$ cat config.mk
export PLATFORM = sky130hd
export DESIGN_NAME = chained_tc
export DESIGN_NICKNAME = d
export VERILOG_FILES = /design/src/rtl/ctmr_pkg.sv /design/src/rtl/ctmr_wprot.sv /design/src/rtl/ctmr_chan.sv /design/src/rtl/chained_tc.sv
export SDC_FILE = /design/constraint.sdc
export NUM_CORES = 1
export LEC_CHECK = 0
export BUFFER_PORTS_ARGS = -buffer_cell sky130_fd_sc_hd__buf_2
export CAP_MARGIN = 20
export CELL_PAD_IN_SITES_DETAIL_PLACEMENT = 1
export CELL_PAD_IN_SITES_GLOBAL_PLACEMENT = 1
export CORE_UTILIZATION = 35
export DETAILED_ROUTE_END_ITERATION = 10
export PLACE_DENSITY = 0.63
export SLEW_MARGIN = 20
export SYNTH_ARGS = -nofsm -noshare
export SYNTH_HDL_FRONTEND = slang
export SYNTH_SLANG_ARGS = --single-unit
export TNS_END_PERCENT = 10
$ cat constraint.sdc
create_clock -name clk -period 19.12 [get_ports clk]
set_input_delay 1.912 -clock clk [delete_from_list [all_inputs] [get_ports clk]]
set_output_delay 1.912 -clock clk [all_outputs]
set_load 0.02 [all_outputs]
$ cat src/rtl/ctmr_pkg.sv
`timescale 1ns/1ps
package ctmr_pkg;
  // per-channel register offsets inside a 0x40 window
  localparam logic [5:0] OFS_CCR = 6'h00;
  localparam logic [5:0] OFS_CMR = 6'h04;
  localparam logic [5:0] OFS_CV  = 6'h10;
  localparam logic [5:0] OFS_RA  = 6'h14;
  localparam logic [5:0] OFS_RC  = 6'h1C;
  localparam logic [5:0] OFS_IDR = 6'h28;

  localparam logic [7:0] ADR_SYNC = 8'hC0;
  localparam logic [7:0] ADR_ROUTE = 8'hC4;
  localparam logic [7:0] ADR_LOCK = 8'hE4;

  localparam logic [23:0] UNLOCK_KEY = 24'h54494D;

  localparam logic [2:0] CKSEL_INT = 3'd0;
  localparam logic [2:0] CKSEL_EXT = 3'd6;
  localparam logic [1:0] ROUTE_FROM_CH0 = 2'd2;

  typedef enum logic [1:0] {
    ACT_NONE = 2'd0,
    ACT_SET  = 2'd1,
    ACT_CLR  = 2'd2,
    ACT_TGL  = 2'd3
  } out_act_e;

  typedef struct packed {
    out_act_e   c_act;
    out_act_e   a_act;
    logic       wave;
    logic [2:0] clk_sel;
  } chan_mode_t;

  function automatic logic apply_act(input out_act_e act, input logic cur);
    case (act)
      ACT_SET: return 1'b1;
      ACT_CLR: return 1'b0;
      ACT_TGL: return ~cur;
      default: return cur;
    endcase
  endfunction
endpackage

$ cat src/rtl/ctmr_wprot.sv
`timescale 1ns/1ps
module ctmr_wprot
  import ctmr_pkg::*;
(
  input  logic        clk,
  input  logic        rst_n,
  input  logic        wr_lock,
  input  logic [31:0] wdata,
  output logic        locked
);
  logic lock_q;
  logic lock_d;
  logic key_ok;

  assign key_ok = (wdata[31:8] == UNLOCK_KEY);

  always_comb begin
    lock_d = lock_q;
    if (wr_lock && key_ok) lock_d = wdata[0];
  end

  always_ff @(posedge clk or negedge rst_n) begin
    if (!rst_n) lock_q <= 1'b1;
    else        lock_q <= lock_d;
  end

  assign locked = lock_q;

  assert_bad_key_R9: assert property (@(posedge clk) disable iff (!rst_n)
    (wr_lock && (wdata[31:8] != UNLOCK_KEY)) |=> $stable(locked));
endmodule

$ cat src/rtl/ctmr_chan.sv
`timescale 1ns/1ps
module ctmr_chan
  import ctmr_pkg::*;
#(
  parameter int CNT_W = 32
) (
  input  logic             clk,
  input  logic             rst_n,
  input  logic             start,
  input  logic             sync,
  input  logic             wr_mode,
  input  logic             wr_ra,
  input  logic             wr_rc,
  input  logic [31:0]      wdata,
  input  logic             xc_in,
  output logic [CNT_W-1:0] cv,
  output logic [CNT_W-1:0] ra,
  output logic [CNT_W-1:0] rc,
  output chan_mode_t       mode,
  output logic             tioa,
  output logic             tioa_nxt
);
  logic             clken_q, clken_d;
  logic             xc_q;
  chan_mode_t       mode_q;
  logic [CNT_W-1:0] ra_q, rc_q, cv_q, cv_d, cv_inc;
  logic             tioa_q, tioa_d;
  logic             tick, cnt_en;

  always_comb begin
    tick = 1'b0;
    if (mode_q.clk_sel == CKSEL_INT)      tick = 1'b1;
    else if (mode_q.clk_sel == CKSEL_EXT) tick = xc_in & ~xc_q;
    cnt_en  = clken_q & tick;
    cv_inc  = cv_q + CNT_W'(1);
    clken_d = clken_q | start;
    cv_d    = cv_q;
    tioa_d  = tioa_q;
    if (sync) begin
      cv_d   = '0;
      tioa_d = 1'b0;
    end else if (cnt_en) begin
      cv_d = cv_inc;
      if (mode_q.wave) begin
        if (cv_inc == rc_q)      tioa_d = apply_act(mode_q.c_act, tioa_q);
        else if (cv_inc == ra_q) tioa_d = apply_act(mode_q.a_act, tioa_q);
      end
    end
  end

  always_ff @(posedge clk or negedge rst_n) begin
    if (!rst_n) begin
      clken_q <= 1'b0;
      xc_q    <= 1'b0;
      cv_q    <= '0;
      tioa_q  <= 1'b0;
      mode_q  <= '0;
      ra_q    <= '0;
      rc_q    <= '0;
    end else begin
      clken_q <= clken_d;
      xc_q    <= xc_in;
      cv_q    <= cv_d;
      tioa_q  <= tioa_d;
      if (wr_mode) begin
        mode_q.c_act   <= out_act_e'(wdata[19:18]);
        mode_q.a_act   <= out_act_e'(wdata[17:16]);
        mode_q.wave    <= wdata[15];
        mode_q.clk_sel <= wdata[2:0];
      end
      if (wr_ra) ra_q <= wdata[CNT_W-1:0];
      if (wr_rc) rc_q <= wdata[CNT_W-1:0];
    end
  end

  assign cv       = cv_q;
  assign ra       = ra_q;
  assign rc       = rc_q;
  assign mode     = mode_q;
  assign tioa     = tioa_q;
  assign tioa_nxt = tioa_d;

  assert_stopped_holds_R2: assert property (@(posedge clk) disable iff (!rst_n)
    (!clken_q && !sync) |=> $stable(cv_q));
  assert_wave_off_holds_R4: assert property (@(posedge clk) disable iff (!rst_n)
    (!mode_q.wave && !sync) |=> $stable(tioa_q));
  assert_sync_zeroes_R7: assert property (@(posedge clk) disable iff (!rst_n)
    sync |=> (cv_q == '0 && !tioa_q));
endmodule

$ cat src/rtl/chained_tc.sv
`timescale 1ns/1ps
module chained_tc
  import ctmr_pkg::*;
#(
  parameter int CNT_W = 32,
  parameter int N_CH  = 2
) (
  input  logic        clk,
  input  logic        rst_n,
  input  logic        bus_we,
  input  logic [7:0]  bus_addr,
  input  logic [31:0] bus_wdata,
  output logic [31:0] bus_rdata,
  output logic        tioa0,
  output logic        tioa1
);
  localparam int CH_SEL_W = 2;

  logic [1:0]       rst_sync_q;
  logic             rst_core_n;
  logic             locked;
  logic             sync_cmd;
  logic [1:0]       route_q, route_d;
  logic             xc1_route;
  logic [N_CH-1:0]  tioa_v, tioa_nxt_v;
  logic [CNT_W-1:0] cv_v [N_CH];
  logic [CNT_W-1:0] ra_v [N_CH];
  logic [CNT_W-1:0] rc_v [N_CH];
  chan_mode_t       mode_v [N_CH];
  logic             unused_tioa_nxt;
  logic [31:0]      rdata_d;

  // reset: asserted at once, released two edges later
  always_ff @(posedge clk or negedge rst_n) begin
    if (!rst_n) rst_sync_q <= 2'b00;
    else        rst_sync_q <= {rst_sync_q[0], 1'b1};
  end
  assign rst_core_n = rst_sync_q[1];

  assign sync_cmd = bus_we && (bus_addr == ADR_SYNC) && bus_wdata[0];

  ctmr_wprot u_wprot (
    .clk    (clk),
    .rst_n  (rst_core_n),
    .wr_lock(bus_we && (bus_addr == ADR_LOCK)),
    .wdata  (bus_wdata),
    .locked (locked)
  );

  always_comb begin
    route_d = route_q;
    if (bus_we && (bus_addr == ADR_ROUTE) && !locked) route_d = bus_wdata[3:2];
  end

  always_ff @(posedge clk or negedge rst_core_n) begin
    if (!rst_core_n) route_q <= 2'b00;
    else             route_q <= route_d;
  end

  // look-ahead link: channel 1 sees channel 0's next output value
  assign xc1_route = (route_q == ROUTE_FROM_CH0) & tioa_nxt_v[0];

  for (genvar c = 0; c < N_CH; c++) begin : g_ch
    logic hit;
    logic xc;
    assign hit = bus_we && (bus_addr[7:6] == CH_SEL_W'(c));
    if (c == 1) begin : g_link
      assign xc = xc1_route;
    end else begin : g_nolink
      assign xc = 1'b0;
    end

    ctmr_chan #(.CNT_W(CNT_W)) u_chan (
      .clk     (clk),
      .rst_n   (rst_core_n),
      .start   (hit && (bus_addr[5:0] == OFS_CCR) && bus_wdata[0]),
      .sync    (sync_cmd),
      .wr_mode (hit && (bus_addr[5:0] == OFS_CMR) && !locked),
      .wr_ra   (hit && (bus_addr[5:0] == OFS_RA) && !locked),
      .wr_rc   (hit && (bus_addr[5:0] == OFS_RC) && !locked),
      .wdata   (bus_wdata),
      .xc_in   (xc),
      .cv      (cv_v[c]),
      .ra      (ra_v[c]),
      .rc      (rc_v[c]),
      .mode    (mode_v[c]),
      .tioa    (tioa_v[c]),
      .tioa_nxt(tioa_nxt_v[c])
    );

    assert_locked_mode_R10: assert property (@(posedge clk) disable iff (!rst_core_n)
      (locked && bus_we && (bus_addr == {CH_SEL_W'(c), OFS_CMR})) |=> $stable(mode_v[c]));
  end

  assign unused_tioa_nxt = tioa_nxt_v[N_CH-1];

  always_comb begin
    rdata_d = '0;
    if (bus_addr == ADR_ROUTE)     rdata_d = {28'd0, route_q, 2'b00};
    else if (bus_addr == ADR_LOCK) rdata_d = {31'd0, locked};
    else begin
      for (int c = 0; c < N_CH; c++) begin
        if (bus_addr[7:6] == CH_SEL_W'(c)) begin
          case (bus_addr[5:0])
            OFS_CMR: rdata_d = {12'd0, mode_v[c].c_act, mode_v[c].a_act, mode_v[c].wave,
                                12'd0, mode_v[c].clk_sel};
            OFS_CV:  rdata_d = 32'(cv_v[c]);
            OFS_RA:  rdata_d = 32'(ra_v[c]);
            OFS_RC:  rdata_d = 32'(rc_v[c]);
            default: rdata_d = '0;
          endcase
        end
      end
    end
  end

  assign bus_rdata = rdata_d;
  assign tioa0     = tioa_v[0];
  assign tioa1     = tioa_v[1];

  assert_locked_route_R10: assert property (@(posedge clk) disable iff (!rst_core_n)
    (locked && bus_we && (bus_addr == ADR_ROUTE)) |=> $stable(route_q));
  assert_unrouted_holds_R6: assert property (@(posedge clk) disable iff (!rst_core_n)
    ((route_q != ROUTE_FROM_CH0) && (mode_v[1].clk_sel == CKSEL_EXT) && !sync_cmd)
      |=> $stable(cv_v[1]));
endmodule

==> summary.md <==
| Metric | Value |
|---|---|
| Setup Viol. Count Final | 0 |
| Clock Skews | 0.01868 ns |
| TritonCTS buffer count | 28 |
| N_diodes | 0 |
| First DRT Iteration DRCs | 898 |
| # fillers | 4902 |
| Post-Syn Area | 15320 µm² |
| Period utilization | 0.3202 |
| WL/cell | 25.84 µm |
| RSZ-0062 raised after global routing | no |
| Largest net degree at the start of global routing | 167 |
| Max Cap Viol | 0 |
| Tmin final | 6.121 ns |
| PwrDens | 77.24 nW/µm² |
| CP Capture Type | primary output |
| Core ar. | 43080 µm² |
| Area delta synth->final | 11.12% |
| Antenna violations before repair | 0 |
| Setup TNS | 0 ns |
| Nets@finish | 1658 |
| CTS tree | built |
| Clock power share | 0.402 |
| Worst skew pair latency | 0.57 ns |
| Via density | 5.908 |
| Initial Utilization | 0.3556 |
| Post-synth top cells | dfrtp_1, mux2_2, nor2_1, xnor2_1, nand2_1 |
| Sequential-to-total area share from yosys stat | 0.3562 |
| Multi-input gate area | 9251 µm² |
| Sequential cell area | 5460 µm² |
| YS warnings | 0 |
| Final wirelength | 57.36 mm |
| P_leak | 0.007129 µW |
| Compound-Gate Fraction of Synth Area | 0.1299 |
| Critical path startpoint category | input port |
| Final Hold Vio Count | 0 |
| Remaining DRCs | 0 |
| Status | finished, final reports clean |
| Unique masters post-synth | 94 |
| Internal | 897.3 µW |
| Die X | 211.2 µm |
| Mux contribution to synthesized area | 0.1540 |
| Max Transition Viols Final | 0 |
| Cell taking the most area after synthesis | dfrtp_1 |
| Yosys top cell area share | 0.3545 |
| Async SR Flop Fraction | 1.000 |
| Mapped Cells | 1613 |
| Hold buffers post-CTS | 0 |
| Synth Area in Adders | 0.001634 |
| Worst IR drop on VDD | 69.31 µV |
| Syn avg cell area | 9.496 µm² |
| EDFF count, synth | 0 |
| Die area | 44600 µm² |
| Rel. slew slack | 0.05736 |
| Setup Buffers After CTS | 0 |
| Rows | 76 |
| Clock Pin Slew Worst Setup and Hold Paths | 0.06 ns |
| Max Freq | 0.1634 GHz |
| CP arrival | 4.21 ns |
| Setup slack at placement | 13.08 ns |
| # port buffers | 76 |
| Net Switching | 417.4 µW |
| Clk buf depth | 3 |
| Fin worst setup slack | 13.00 ns |
| Overall power | 1315 µW |
| Combinational power share | 0.176 |
| Core Util, Final | 0.3951 |
| Worst min path class | register to register |
| Root Driver | clkbuf_16 |
| Post-synthesis register bit count | 218 |
| Largest cells by area after synthesis | dfrtp_1, mux2_2, xnor2_1, xor2_1, mux2i_1 |
| Critical Setup Path Class | input port to primary output |
| Post-Synth XOR/XNOR Area | 0.1154 |
| CP Max Fanout | 64 |
| Worst path required time | 17.21 ns |
| Htree depth | 1 |
| Share of cells above drive strength 1 | 0.2086 |
| Clock sinks | 218 |
| GPL Wtd Cong | 0.9396 |
| Detail Route Antenna Nets | 0 |
| Sw Ratio | 0.3175 |
| Largest family of logic cells by synthesized area | simple AND/OR/NAND/NOR gates |
| GR Util All Layers | 0.2585 |
| Hpwl dp | 42.24 mm |
| First-pass GRT wire length | 87.32 mm |
| Vias in the first global route | 13.34k |
| Slew @ Worst Pin | 1.378 ns |
| Die Y | 211.2 µm |
| Via count | 13.12k |
| Synth Net Count | 1658 |
| GRT overflow | 0 |
| IO Count | 77 |
| Count leader, synth | dfrtp_1 |
| Post-Synth Simple-Gate Area | 0.1995 |
| Reg power frac | 0.423 |
| Top FF cell, synth | dfrtp_1 |
| CTS resizes | 0 |
| First-pass DRT Iterations | 5 |
-- placed cells by master, fill, tap and decap left out, drive strengths merged, types with 8 or more instances in the layout --
master  Yosys  layout
a221oi     30      30
xor2       71      71
nor2b      19      19
nor4b       9       9
nand4      52      52
nand2b     18      18
o21ai      90      90
and3       14      14
nor4       35      35
inv        23      24
mux2i      59      59
nand2      89      89
nor2      126     126
nor3       37      37
buf        59      95
o22ai      11      11
or2         9       9
and2        9       9
a22oi      14      14
nand4b      8       8
a21oi      66      66
xnor2     105     105
nand3      47      47
or4        17      17
mux2      157     157
and4       10      10
clkbuf     66      43
or3        26      26
xnor3       9       9
dfrtp     217     217
-- power groups by stage --
stage	clock network (µW)	logic, µW	registers, µW
final	528	231	556
after global routing	556	250	561
after CTS	540	232	555
after detailed placement	0	231	563
after global placement	0	226	562
after floorplan	0	188	523
-- logic make-up (layout without fill, tap and decap cells) --
family          count (synthesis)  after routing
compound gates                297            297
simple gates                  545            545
mux                           216            216
xor+xnor                      186            186
flops                         218            218
other cells                     1              1
fa+ha+maj                       2              2
buf+inv                       148            170
-- per-stage QoR --
step	cell area, µm²	cells	hold slack [ns]
6_report	17020	2220	0.3441
5_1_grt	17020	2220	0.3640
4_1_cts	16990	2219	0.3549
3_5_place_dp	16080	2167	0.3428
3_3_place_gp	16050	2166	0.3388
2_1_floorplan	15320	1613	0.3312
-- final timing paths --
kind / startpoint / endpoint / slack (ns) / cells after the start
min: rst_sync_q[0]$_DFF_PN0_ / rst_sync_q[1]$_DFF_PN0_ / 0.34 / 0
max: bus_addr[1] / bus_rdata[18] / 13.00 / 7
max reg2reg: g_ch[0].u_chan.cv[3]$_DFFE_PN0P_ / g_ch[1].u_chan.cv[26]$_DFFE_PN0P_ / 13.30 / 12
max in group asynchronous: rst_sync_q[1]$_DFF_PN0_ / g_ch[0].u_chan.cv[22]$_DFFE_PN0P_ / 17.28 / 1
min reg2reg: rst_sync_q[0]$_DFF_PN0_ / rst_sync_q[1]$_DFF_PN0_ / 0.34 / 0
min in group asynchronous: rst_sync_q[1]$_DFF_PN0_ / g_ch[1].u_chan.cv[4]$_DFFE_PN0P_ / 0.39 / 0
-- state kept, by name, indices dropped and copies added, names as in the netlist --
register             flops
g_ch.u_chan.cv          64
g_ch.u_chan.ra          64
g_ch.u_chan.rc          64
g_ch.u_chan.mode        16
g_ch.u_chan.clken_q      2
g_ch.u_chan.tioa         2
route_q                  2
rst_sync_q               2
g_ch.u_chan.xc_q         1
u_wprot.locked           1
-- metal layers --
metal	up-vias	part of all wire	global-route usage
met1	6778	0.45	0.3517
met5	-	0	0
met2	332	0.48	0.4276
met3	83	0.043	0.02632
met4	0	0.034	0.08721
li1	5922	-	-
-- layout make-up --
type,count,area share
tap,585,0.04301
multi-input combinational,1247,0.5436
timing repair buffer,95,0.03396
clock buffer,43,0.04867
inverter,23,0.005072
clock inverter,9,0.004925
sequential,218,0.3208
-- critical path: stages --
cell,delay (ns)
buf_2,0.11
or3_1,0.42
nor3_2,0.17
buf_4,0.60
a221oi_1,0.28
o22ai_1,0.40
buf_2,0.25
Note: power is estimated with default switching activity, not from simulation.
